File: config.mk
export PLATFORM = sky130hd
export DESIGN_NAME = dir_home_engine
export DESIGN_NICKNAME = d
export VERILOG_FILES = /design/src/rtl/dir_pkg.sv /design/src/rtl/pick_low.sv /design/src/rtl/dir_table.sv /design/src/rtl/dir_plan.sv /design/src/rtl/dir_home_engine.sv
export SDC_FILE = /design/constraint.sdc
export NUM_CORES = 1
export LEC_CHECK = 0
export CAP_MARGIN = 20
export CORE_ASPECT_RATIO = 0.5
export CORE_MARGIN = 3
export CORE_UTILIZATION = 25
export CTS_CLUSTER_DIAMETER = 100
export DETAILED_ROUTE_END_ITERATION = 10
export HOLD_SLACK_MARGIN = 0.15
export SLEW_MARGIN = 20
export SYNTH_ARGS = -nofsm -noshare
export SYNTH_HDL_FRONTEND = slang
export SYNTH_SLANG_ARGS = --single-unit
File: constraint.sdc
create_clock -name clk -period 4.1 [get_ports clk]
set_clock_uncertainty 0.2 [all_clocks]
set_input_delay 0.82 -clock clk [delete_from_list [all_inputs] [get_ports clk]]
set_output_delay 0.82 -clock clk [all_outputs]
set_load 0.01 [all_outputs]
File: src/rtl/dir_pkg.sv
package dir_pkg;
  typedef enum logic [1:0] {
    OP_RD_MISS = 2'd0,
    OP_WR_MISS = 2'd1,
    OP_WR_HIT  = 2'd2,
    OP_EVICT   = 2'd3
  } op_e;

  typedef enum logic [1:0] {
    CMD_DATA  = 2'd0,
    CMD_INV   = 2'd1,
    CMD_WBREQ = 2'd2
  } cmd_e;

  typedef enum logic [2:0] {
    S_IDLE, S_INV, S_WBREQ, S_WBWAIT, S_DATA
  } state_e;
endpackage

File: src/rtl/pick_low.sv
module pick_low #(
  parameter int W = 4,
  localparam int IW = (W > 1) ? $clog2(W) : 1
) (
  input  logic [W-1:0]  bits,
  output logic [IW-1:0] idx,
  output logic          any
);
  always_comb begin
    idx = '0;
    for (int k = W - 1; k >= 0; k--) begin
      if (bits[k]) idx = IW'(k);
    end
    any = |bits;
  end
endmodule

File: src/rtl/dir_table.sv
module dir_table #(
  parameter int NPROC  = 4,
  parameter int NLINES = 16,
  localparam int VW = NPROC + 1,
  localparam int LW = $clog2(NLINES)
) (
  input  logic          clk,
  input  logic          rst_n,
  input  logic [LW-1:0] rd_line,
  output logic [VW-1:0] rd_vec,
  input  logic          wr_en,
  input  logic [LW-1:0] wr_line,
  input  logic [VW-1:0] wr_vec
);
  logic [VW-1:0] mem [NLINES];

  always_ff @(posedge clk) begin
    if (!rst_n) begin
      for (int k = 0; k < NLINES; k++) mem[k] <= '0;
    end else if (wr_en) begin
      mem[wr_line] <= wr_vec;
    end
  end

  assign rd_vec = mem[rd_line];

  // a dirty entry always names exactly one holder
  a_r6_single_owner: assert property (@(posedge clk) disable iff (!rst_n)
    (wr_en && wr_vec[0]) |-> ($countones(wr_vec[VW-1:1]) == 1));
endmodule

File: src/rtl/dir_plan.sv
module dir_plan
  import dir_pkg::*;
#(
  parameter int NPROC = 4,
  localparam int VW = NPROC + 1,
  localparam int PW = $clog2(NPROC)
) (
  input  logic [1:0]       op,
  input  logic [PW-1:0]    proc,
  input  logic [VW-1:0]    vec,
  output logic [NPROC-1:0] inv_mask,
  output logic             need_wb,
  output logic [PW-1:0]    owner,
  output logic             need_data,
  output logic [VW-1:0]    fin_vec
);
  logic [NPROC-1:0] pres, rbit;
  logic             dirty, any_pres;

  assign pres  = vec[VW-1:1];
  assign dirty = vec[0];
  assign rbit  = NPROC'(1) << proc;

  pick_low #(.W(NPROC)) u_owner (.bits(pres), .idx(owner), .any(any_pres));

  always_comb begin
    inv_mask  = '0;
    need_wb   = 1'b0;
    need_data = 1'b0;
    fin_vec   = vec;
    unique case (op_e'(op))
      OP_RD_MISS: begin
        need_wb   = dirty;
        need_data = 1'b1;
        fin_vec   = {pres | rbit, 1'b0};
      end
      OP_WR_MISS: begin
        need_wb   = dirty;
        inv_mask  = dirty ? '0 : (pres & ~rbit);
        need_data = 1'b1;
        fin_vec   = {rbit, 1'b1};
      end
      OP_WR_HIT: begin
        if (!dirty) begin
          inv_mask = pres & ~rbit;
          fin_vec  = {rbit, 1'b1};
        end
      end
      OP_EVICT: begin
        fin_vec = dirty ? '0 : {pres & ~rbit, 1'b0};
      end
      default: ;
    endcase
  end
endmodule

File: src/rtl/dir_home_engine.sv
module dir_home_engine
  import dir_pkg::*;
#(
  parameter int NPROC  = 4,
  parameter int NLINES = 16,
  localparam int VW = NPROC + 1,
  localparam int PW = $clog2(NPROC),
  localparam int LW = $clog2(NLINES)
) (
  input  logic          clk,
  input  logic          rst_n,
  input  logic          req_valid,
  output logic          req_ready,
  input  logic [1:0]    req_op,
  input  logic [PW-1:0] req_proc,
  input  logic [LW-1:0] req_line,
  output logic          cmd_valid,
  input  logic          cmd_ready,
  output logic [1:0]    cmd_kind,
  output logic [PW-1:0] cmd_dest,
  output logic [LW-1:0] cmd_line,
  input  logic          wb_done
);
  state_e           state;
  logic [LW-1:0]    cur_line;
  logic [PW-1:0]    cur_proc, wb_dest, inv_dest;
  logic [NPROC-1:0] pend, pend_after;
  logic             data_pend, inv_any;
  logic [VW-1:0]    fin_hold;

  logic [VW-1:0]    rd_vec, wr_vec;
  logic [LW-1:0]    wr_line;
  logic             wr_en;

  logic [NPROC-1:0] p_inv;
  logic             p_wb, p_data;
  logic [PW-1:0]    p_owner;
  logic [VW-1:0]    p_fin;

  logic accept, fire, done_now, finish;

  dir_table #(.NPROC(NPROC), .NLINES(NLINES)) u_table (
    .clk(clk), .rst_n(rst_n), .rd_line(req_line), .rd_vec(rd_vec),
    .wr_en(wr_en), .wr_line(wr_line), .wr_vec(wr_vec)
  );

  dir_plan #(.NPROC(NPROC)) u_plan (
    .op(req_op), .proc(req_proc), .vec(rd_vec), .inv_mask(p_inv),
    .need_wb(p_wb), .owner(p_owner), .need_data(p_data), .fin_vec(p_fin)
  );

  pick_low #(.W(NPROC)) u_inv_pick (.bits(pend), .idx(inv_dest), .any(inv_any));

  assign req_ready  = (state == S_IDLE);
  assign accept     = req_valid && req_ready;
  assign cmd_valid  = (state == S_INV) || (state == S_WBREQ) || (state == S_DATA);
  assign fire       = cmd_valid && cmd_ready;
  assign pend_after = pend & ~(NPROC'(1) << inv_dest);
  assign done_now   = !(|p_inv) && !p_wb && !p_data;
  assign finish     = fire && ((state == S_DATA) ||
                               (state == S_INV && pend_after == '0 && !data_pend));

  assign wr_en   = (accept && done_now) || finish;
  assign wr_line = accept ? req_line : cur_line;
  assign wr_vec  = accept ? p_fin : fin_hold;

  always_comb begin
    cmd_kind = CMD_DATA;
    cmd_dest = cur_proc;
    unique case (state)
      S_INV:   begin cmd_kind = CMD_INV;   cmd_dest = inv_dest; end
      S_WBREQ: begin cmd_kind = CMD_WBREQ; cmd_dest = wb_dest;  end
      default: ;
    endcase
  end
  assign cmd_line = cur_line;

  always_ff @(posedge clk) begin
    if (!rst_n) begin
      state     <= S_IDLE;
      cur_line  <= '0;
      cur_proc  <= '0;
      wb_dest   <= '0;
      pend      <= '0;
      data_pend <= 1'b0;
      fin_hold  <= '0;
    end else begin
      unique case (state)
        S_IDLE: if (accept) begin
          cur_line  <= req_line;
          cur_proc  <= req_proc;
          wb_dest   <= p_owner;
          pend      <= p_inv;
          data_pend <= p_data;
          fin_hold  <= p_fin;
          if (|p_inv)      state <= S_INV;
          else if (p_wb)   state <= S_WBREQ;
          else if (p_data) state <= S_DATA;
        end
        S_INV: if (fire) begin
          pend <= pend_after;
          if (pend_after == '0) state <= data_pend ? S_DATA : S_IDLE;
        end
        S_WBREQ:  if (fire)    state <= S_WBWAIT;
        S_WBWAIT: if (wb_done) state <= S_DATA;
        S_DATA:   if (fire)    state <= S_IDLE;
        default: state <= S_IDLE;
      endcase
    end
  end

  // no request is taken while a command is outstanding
  a_r9_busy: assert property (@(posedge clk) disable iff (!rst_n)
    cmd_valid |-> !req_ready);

  // a stalled command holds its fields
  a_r10_hold: assert property (@(posedge clk) disable iff (!rst_n)
    (cmd_valid && !cmd_ready) |=>
      (cmd_valid && $stable(cmd_kind) && $stable(cmd_dest) && $stable(cmd_line)));

  // the reply waits for the write-back to land
  a_r3_wait_wb: assert property (@(posedge clk) disable iff (!rst_n)
    (state == S_WBWAIT && !wb_done) |=> (state == S_WBWAIT && !cmd_valid));

  // the requester is never sent its own invalidation
  a_r5_no_self_inv: assert property (@(posedge clk) disable iff (!rst_n)
    (state == S_INV) |-> (inv_any && !pend[cur_proc]));
endmodule

Word level (Yosys, flattened, before mapping)
Memory sizes are Yosys's and may differ from the RTL's.
Cells that the tools add are included.
{"block": "totals", "register_bits": 21, "inputBits": 13, "ramBits": 80, "mem_count": 1, "elab_cells": 96, "out_inout_bits": 10}
{"name": "u_table.mem", "words": 16, "width": 5, "rd": 1, "rd_ports_with_merged_regs": 0, "write_ports": 16, "line_no": "dir_table.sv:15", "rtl": "logic [VW-1:0] mem [NLINES];"}
{"block": "op_classes", "shifts": 2, "eq_ne": 14, "reduce_logical": 27, "muxes": 40, "bitwise_logic": 5}
{"operator": "$mux 3", "count": 10}
{"operator": "$mux 4", "count": 6}
{"operator": "$mux 5", "count": 4}
{"operator": "$pmux 5 s4", "count": 1}
{"operator": "$mux 2", "count": 8}
{"operator": "$pmux 3 s5", "count": 1}
{"operator": "$and 4x4->4", "count": 2}
{"operator": "$logic_and 1x1->1", "count": 8}
{"operator": "$ne 2x2->1 const B", "count": 4}
{"operator": "$not 4->4", "count": 2}
{"operator": "$pmux 2 s2", "count": 2}
{"operator": "$pmux 4 s2", "count": 1}
{"operator": "$shl 1x2->4 const A", "count": 2}
{"operator": "$mux 1", "count": 7}
{"operator": "$reduce_and 7->1", "count": 1}
{"operator": "$eq 3x2->1 const B", "count": 2}
{"operator": "$reduce_or 5->1", "count": 1}
{"operator": "$eq 2x2->1 const B", "count": 2}
{"operator": "$logic_not 1->1", "count": 4}
{"operator": "$logic_not 4->1", "count": 1}
{"operator": "$logic_or 1x1->1", "count": 4}
{"operator": "$ne 2x1->1 const B", "count": 2}
{"operator": "$ne 4x1->1 const B", "count": 1}
{"operator": "$or 4x4->4", "count": 1}
{"operator": "10 further kinds", "count": 11}

Logic depth before layout (Yosys ltp)
{"block": "logic_depth", "ltp_word": 18, "ltp_mapped": 11, "mapped_depth_nobuf": 7}

Modules after synthesis
From an unflattened synthesis, not the netlist that was laid out.
{"block": "hier_totals", "cells_unflattened": 465, "area_unflattened_um2": 5252.5}
{"module": "dir_table", "cells_per_inst": 254, "area_per_inst_um2": 3751.1, "instances": 1, "seq_area_each_um2": 2402.3}
{"module": "dir_home_engine", "cells_per_inst": 156, "area_per_inst_um2": 1163.6, "instances": 1, "seq_area_each_um2": 420.4}
{"module": "dir_plan", "cells_per_inst": 41, "area_per_inst_um2": 267.8, "instances": 1, "seq_area_each_um2": 0.0}
{"module": "pick_low", "cells_per_inst": 7, "area_per_inst_um2": 35.0, "instances": 2, "seq_area_each_um2": 0.0}

Least setup slack after synthesis
Ideal clock, no wire load.
{"block": "synth_timing", "path_type": "input port to flip-flop", "startpoint": "input req_line[2]", "endpoint": "memory u_table.mem[11][0] in the netlist's numbering, enable pin", "cell_stages": 9, "setup_time_ns": 0.388, "t_required_ns": 3.512, "arrival_time_ns": 3.451, "path_buffers": 2, "slack_ns": 0.061, "path_cell_list": "buf_4 > buf_2 > mux4_2 > mux2_2 > nand3_1 > o311ai_1 > o41ai_4 > nor2_2 > o311ai_0"}
{"item": "start, declared", "line_no": "dir_home_engine.sv:16", "rtl": "input logic [LW-1:0] req_line,"}
{"item": "end, declared", "line_no": "dir_table.sv:15"}

==> qor.log <==
qor: outcome.run_status finished, final reports clean
qor: synth.synth_enable_flop_cells 80
qor: critical_path.timing.critical_path.from_type primary input
qor: cells_and_area.post_route_cells_drive_above_1_share 0.333
qor: sta.tightestPinTransition 671 ps
qor: routing.wirelength 16.8 mm
qor: placement.placement.io_buffers 22
qor: synth.async_flop_share 0
qor: clock_tree.cts_inserted_buffers 9
qor: floorplan.die-width 224 um
qor: routing.detailedRoute.firstIterationViolations 415
qor: critical_path.critical_path_peak_fanout 16
qor: clock_tree.clock_tree.root_cell sky130_fd_sc_hd__clkbuf_16
qor: floorplan.core.rowCount 39
qor: critical_path.timing.reg2reg.worst_path_depth 6
qor: synth.synth_common_cells sky130_fd_sc_hd__edfxtp_1 (80), sky130_fd_sc_hd__a211oi_2 (43), sky130_fd_sc_hd__a211oi_1 (40)
qor: clock_tree.cts.reportedPaths.clkPinSlew 70 ps
qor: placement.detailedPlace.worstSlack -235 ps
qor: pwr.peakVddDrop 0.211 mV
qor: placement.weighted_congestion_reported_at_the_end_of_routability_driven_placement 0.843
qor: global_route.gr-total-overflow 0
qor: synth.synth_top_cells_by_area sky130_fd_sc_hd__edfxtp_1 (40%), sky130_fd_sc_hd__a211oi_2 (9.1%), sky130_fd_sc_hd__mux4_2 (7.2%)
qor: synth.syn_inst 508
qor: clock_tree.cts_tree yes
qor: clock_tree.postCtsResizedCells 0
qor: routing.dr.pass1.iters 4
qor: sta.timing.final.ws_setup 143 ps
qor: critical_path.timing_worst_setup_path_type primary input to flop
qor: synth.mappedNetlistArea 0.00594 mm2
qor: cells_and_area.count_of_fill_cells_added_during_filler_insertion 2302
qor: synth.mappedNetlistNets 525
qor: clock_tree.cts.hold.buffers_added 0
qor: global_route.grt_antenna_before_repair 0
qor: clock_tree.post_cts.repair.setup_buffers 0
qor: placement.dp_hpwl 11.9 mm
qor: clock_tree.largest_buffer_count_on_any_clock_path 2
qor: sta.finalSetupViolations 0
qor: floorplan.floorplan.initialDensity 0.257
qor: worst_hold_path.min_delay_path_depth 2
qor: routing.route.vias.total 4517
qor: critical_path.timing.critical_path.arrival 3830 ps
qor: clock_tree.cts_max_level 3
qor: floorplan.dieArea 0.0258 mm2
qor: clock_tree.numClockSinks 101
qor: worst_hold_path.min-delay-path-class flop to flop
qor: synth.seq_total_area_yosys 0.475
qor: pwr.p_per_area 380 mW/mm2
qor: global_route.pin_count_of_the_biggest_net_entering_global_routing 27
qor: sta.final.period_utilization 0.965
qor: placement.place.detailed.instances 856
qor: routing.routedWlPerCell 19.2 um
qor: cells_and_area.diodes 0
qor: synth.syn-mean-instance-area 11.7 um2
qor: cells_and_area.finish.net_count 577
qor: global_route.global_route_wire_length_before_repair 26.7 mm
qor: floorplan.fp.dieH 115 um
qor: sta.hold_violations 0
qor: sta.final_critical_period 3960 ps
qor: synth.postSynthRegisterBits 101
qor: floorplan.ios 23
qor: sta.fmaxAchievable 253 MHz
qor: routing.drc_errors 0
qor: pwr.p_leak 0.00233 uW
qor: synth.yosys_most_used_dff sky130_fd_sc_hd__edfxtp_1
qor: sta.drv_slew 0
qor: synth.yosys_warnings 0
qor: cells_and_area.instances_no_fill 872
qor: sta.hold_ws 263 ps
qor: pwr.power.total 2780 uW
qor: routing.vias_per_cell 5.18
qor: sta.grt_setup_unrepaired false
qor: routing.ant_nets 0
qor: global_route.total_routing_usage_reported_by_global_routing 0.134
qor: critical_path.setup.worst_path.end_class flop
qor: synth.synth_largest_area_cell sky130_fd_sc_hd__edfxtp_1
qor: synth.post-synth-top-count-cell sky130_fd_sc_hd__edfxtp_1
qor: sta.worst_slew_margin_rel 0.550
qor: synth.synth_top_area_share 0.404
qor: critical_path.cp_data_required_time 3970 ps
qor: global_route.grt_pass1_vias 4486
qor: clock_tree.clk_latency 360 ps
qor: cells_and_area.areaGrowthSynthToFinish 23.1%
qor: synth.post_synth_num_cell_types 61
qor: cells_and_area.final_util 0.317
qor: floorplan.placeableCoreArea 0.0231 mm2
qor: run.number_of_max_cap_violations 0
path summary, 6_finish.rpt:
path,startpoint,to,slack (ps)
setup / recovery,req_line[0],u_table.mem[11][2],140
hold / removal,wb_dest[0],wb_dest[0],260
setup reg to reg,state[1],u_table.mem[11][2],780
hold reg to reg,wb_dest[0],wb_dest[0],260
area by class of cell:
class                           instances  area [um2]  area share
Multi-Input combinational cell        343        2890       0.395
Sequential cell                       101        2820       0.386
Clock inverter                          4        33.8     0.00462
Timing Repair Buffer                   94         898       0.123
Tap cell                              307         384      0.0525
Clock buffer                           12         246      0.0337
Inverter                               11        41.3     0.00564
stage by stage:
step	setup TNS, ps	instance area [um2]
finish	0	7320
global route	0	7320
CTS	0	7320
detailed placement	-16910	7040
global placement	-11810	7040
floorplan	0	5940
worst max-delay path, cell delays in order:
cell and delay (ps):
sky130_fd_sc_hd__clkdlybuf4s50_1 510, sky130_fd_sc_hd__buf_12 170, sky130_fd_sc_hd__mux4_2 530, sky130_fd_sc_hd__mux2_2 280, sky130_fd_sc_hd__nand3_1 80, sky130_fd_sc_hd__o311ai_1 150
sky130_fd_sc_hd__o41ai_4 400, sky130_fd_sc_hd__nor2_2 100, sky130_fd_sc_hd__buf_12 160, sky130_fd_sc_hd__o311ai_0 390, sky130_fd_sc_hd__buf_4 220
power breakdown:
group	total, uW	switching (uW)	internal [uW]
Clock	820	386	434
Sequential	1200	41.5	1160
Combinational	756	455	302
flip-flops by register name, indices dropped and copies added (netlist names):
name         count
cur_proc         2
fin_hold         5
wb_dest          2
u_table.mem     80
data_pend        1
state            3
pend             4
cmd_line         4
cells in the final DEF (no fill, tap or decap), types with 11 or more instances in the layout:
master,n
sky130_fd_sc_hd__buf_12,11
sky130_fd_sc_hd__or2_2,17
sky130_fd_sc_hd__dfxtp_1,21
sky130_fd_sc_hd__buf_4,61
sky130_fd_sc_hd__nor2b_1,11
sky130_fd_sc_hd__clkdlybuf4s50_1,22
sky130_fd_sc_hd__mux2i_1,11
sky130_fd_sc_hd__a21oi_1,18
sky130_fd_sc_hd__a211oi_1,40
sky130_fd_sc_hd__a211oi_2,43
sky130_fd_sc_hd__edfxtp_1,80
sky130_fd_sc_hd__nand2_1,30
sky130_fd_sc_hd__o221ai_1,12
sky130_fd_sc_hd__nor2_1,29
sky130_fd_sc_hd__mux4_2,19
sky130_fd_sc_hd__o21ai_0,15
per-layer routing:
| metal | vias up | routed length [um] | global-route usage |
|---|---|---|---|
| met2 | 156 | 7680 | 0.216 |
| met3 | 17 | 1080 | 0.0304 |
| met4 | 0 | 235 | 0.0340 |
| met5 | - | 0 | 0 |
| li1 | 2112 | - | - |
| met1 | 2232 | 7780 | 0.183 |
cell families after synthesis:
kind of cell,after synthesis,synth area share
adder cells (fa/ha/maj),5,0.0101
AO/OA/AOI/OAI,170,0.249
flip-flops,101,0.475
XOR/XNOR,1,0.00147
multiplexers,40,0.112
AND/OR/NAND/NOR,127,0.106
buffers and inverters,64,0.0459
Note: power is estimated with default switching activity, not from simulation.
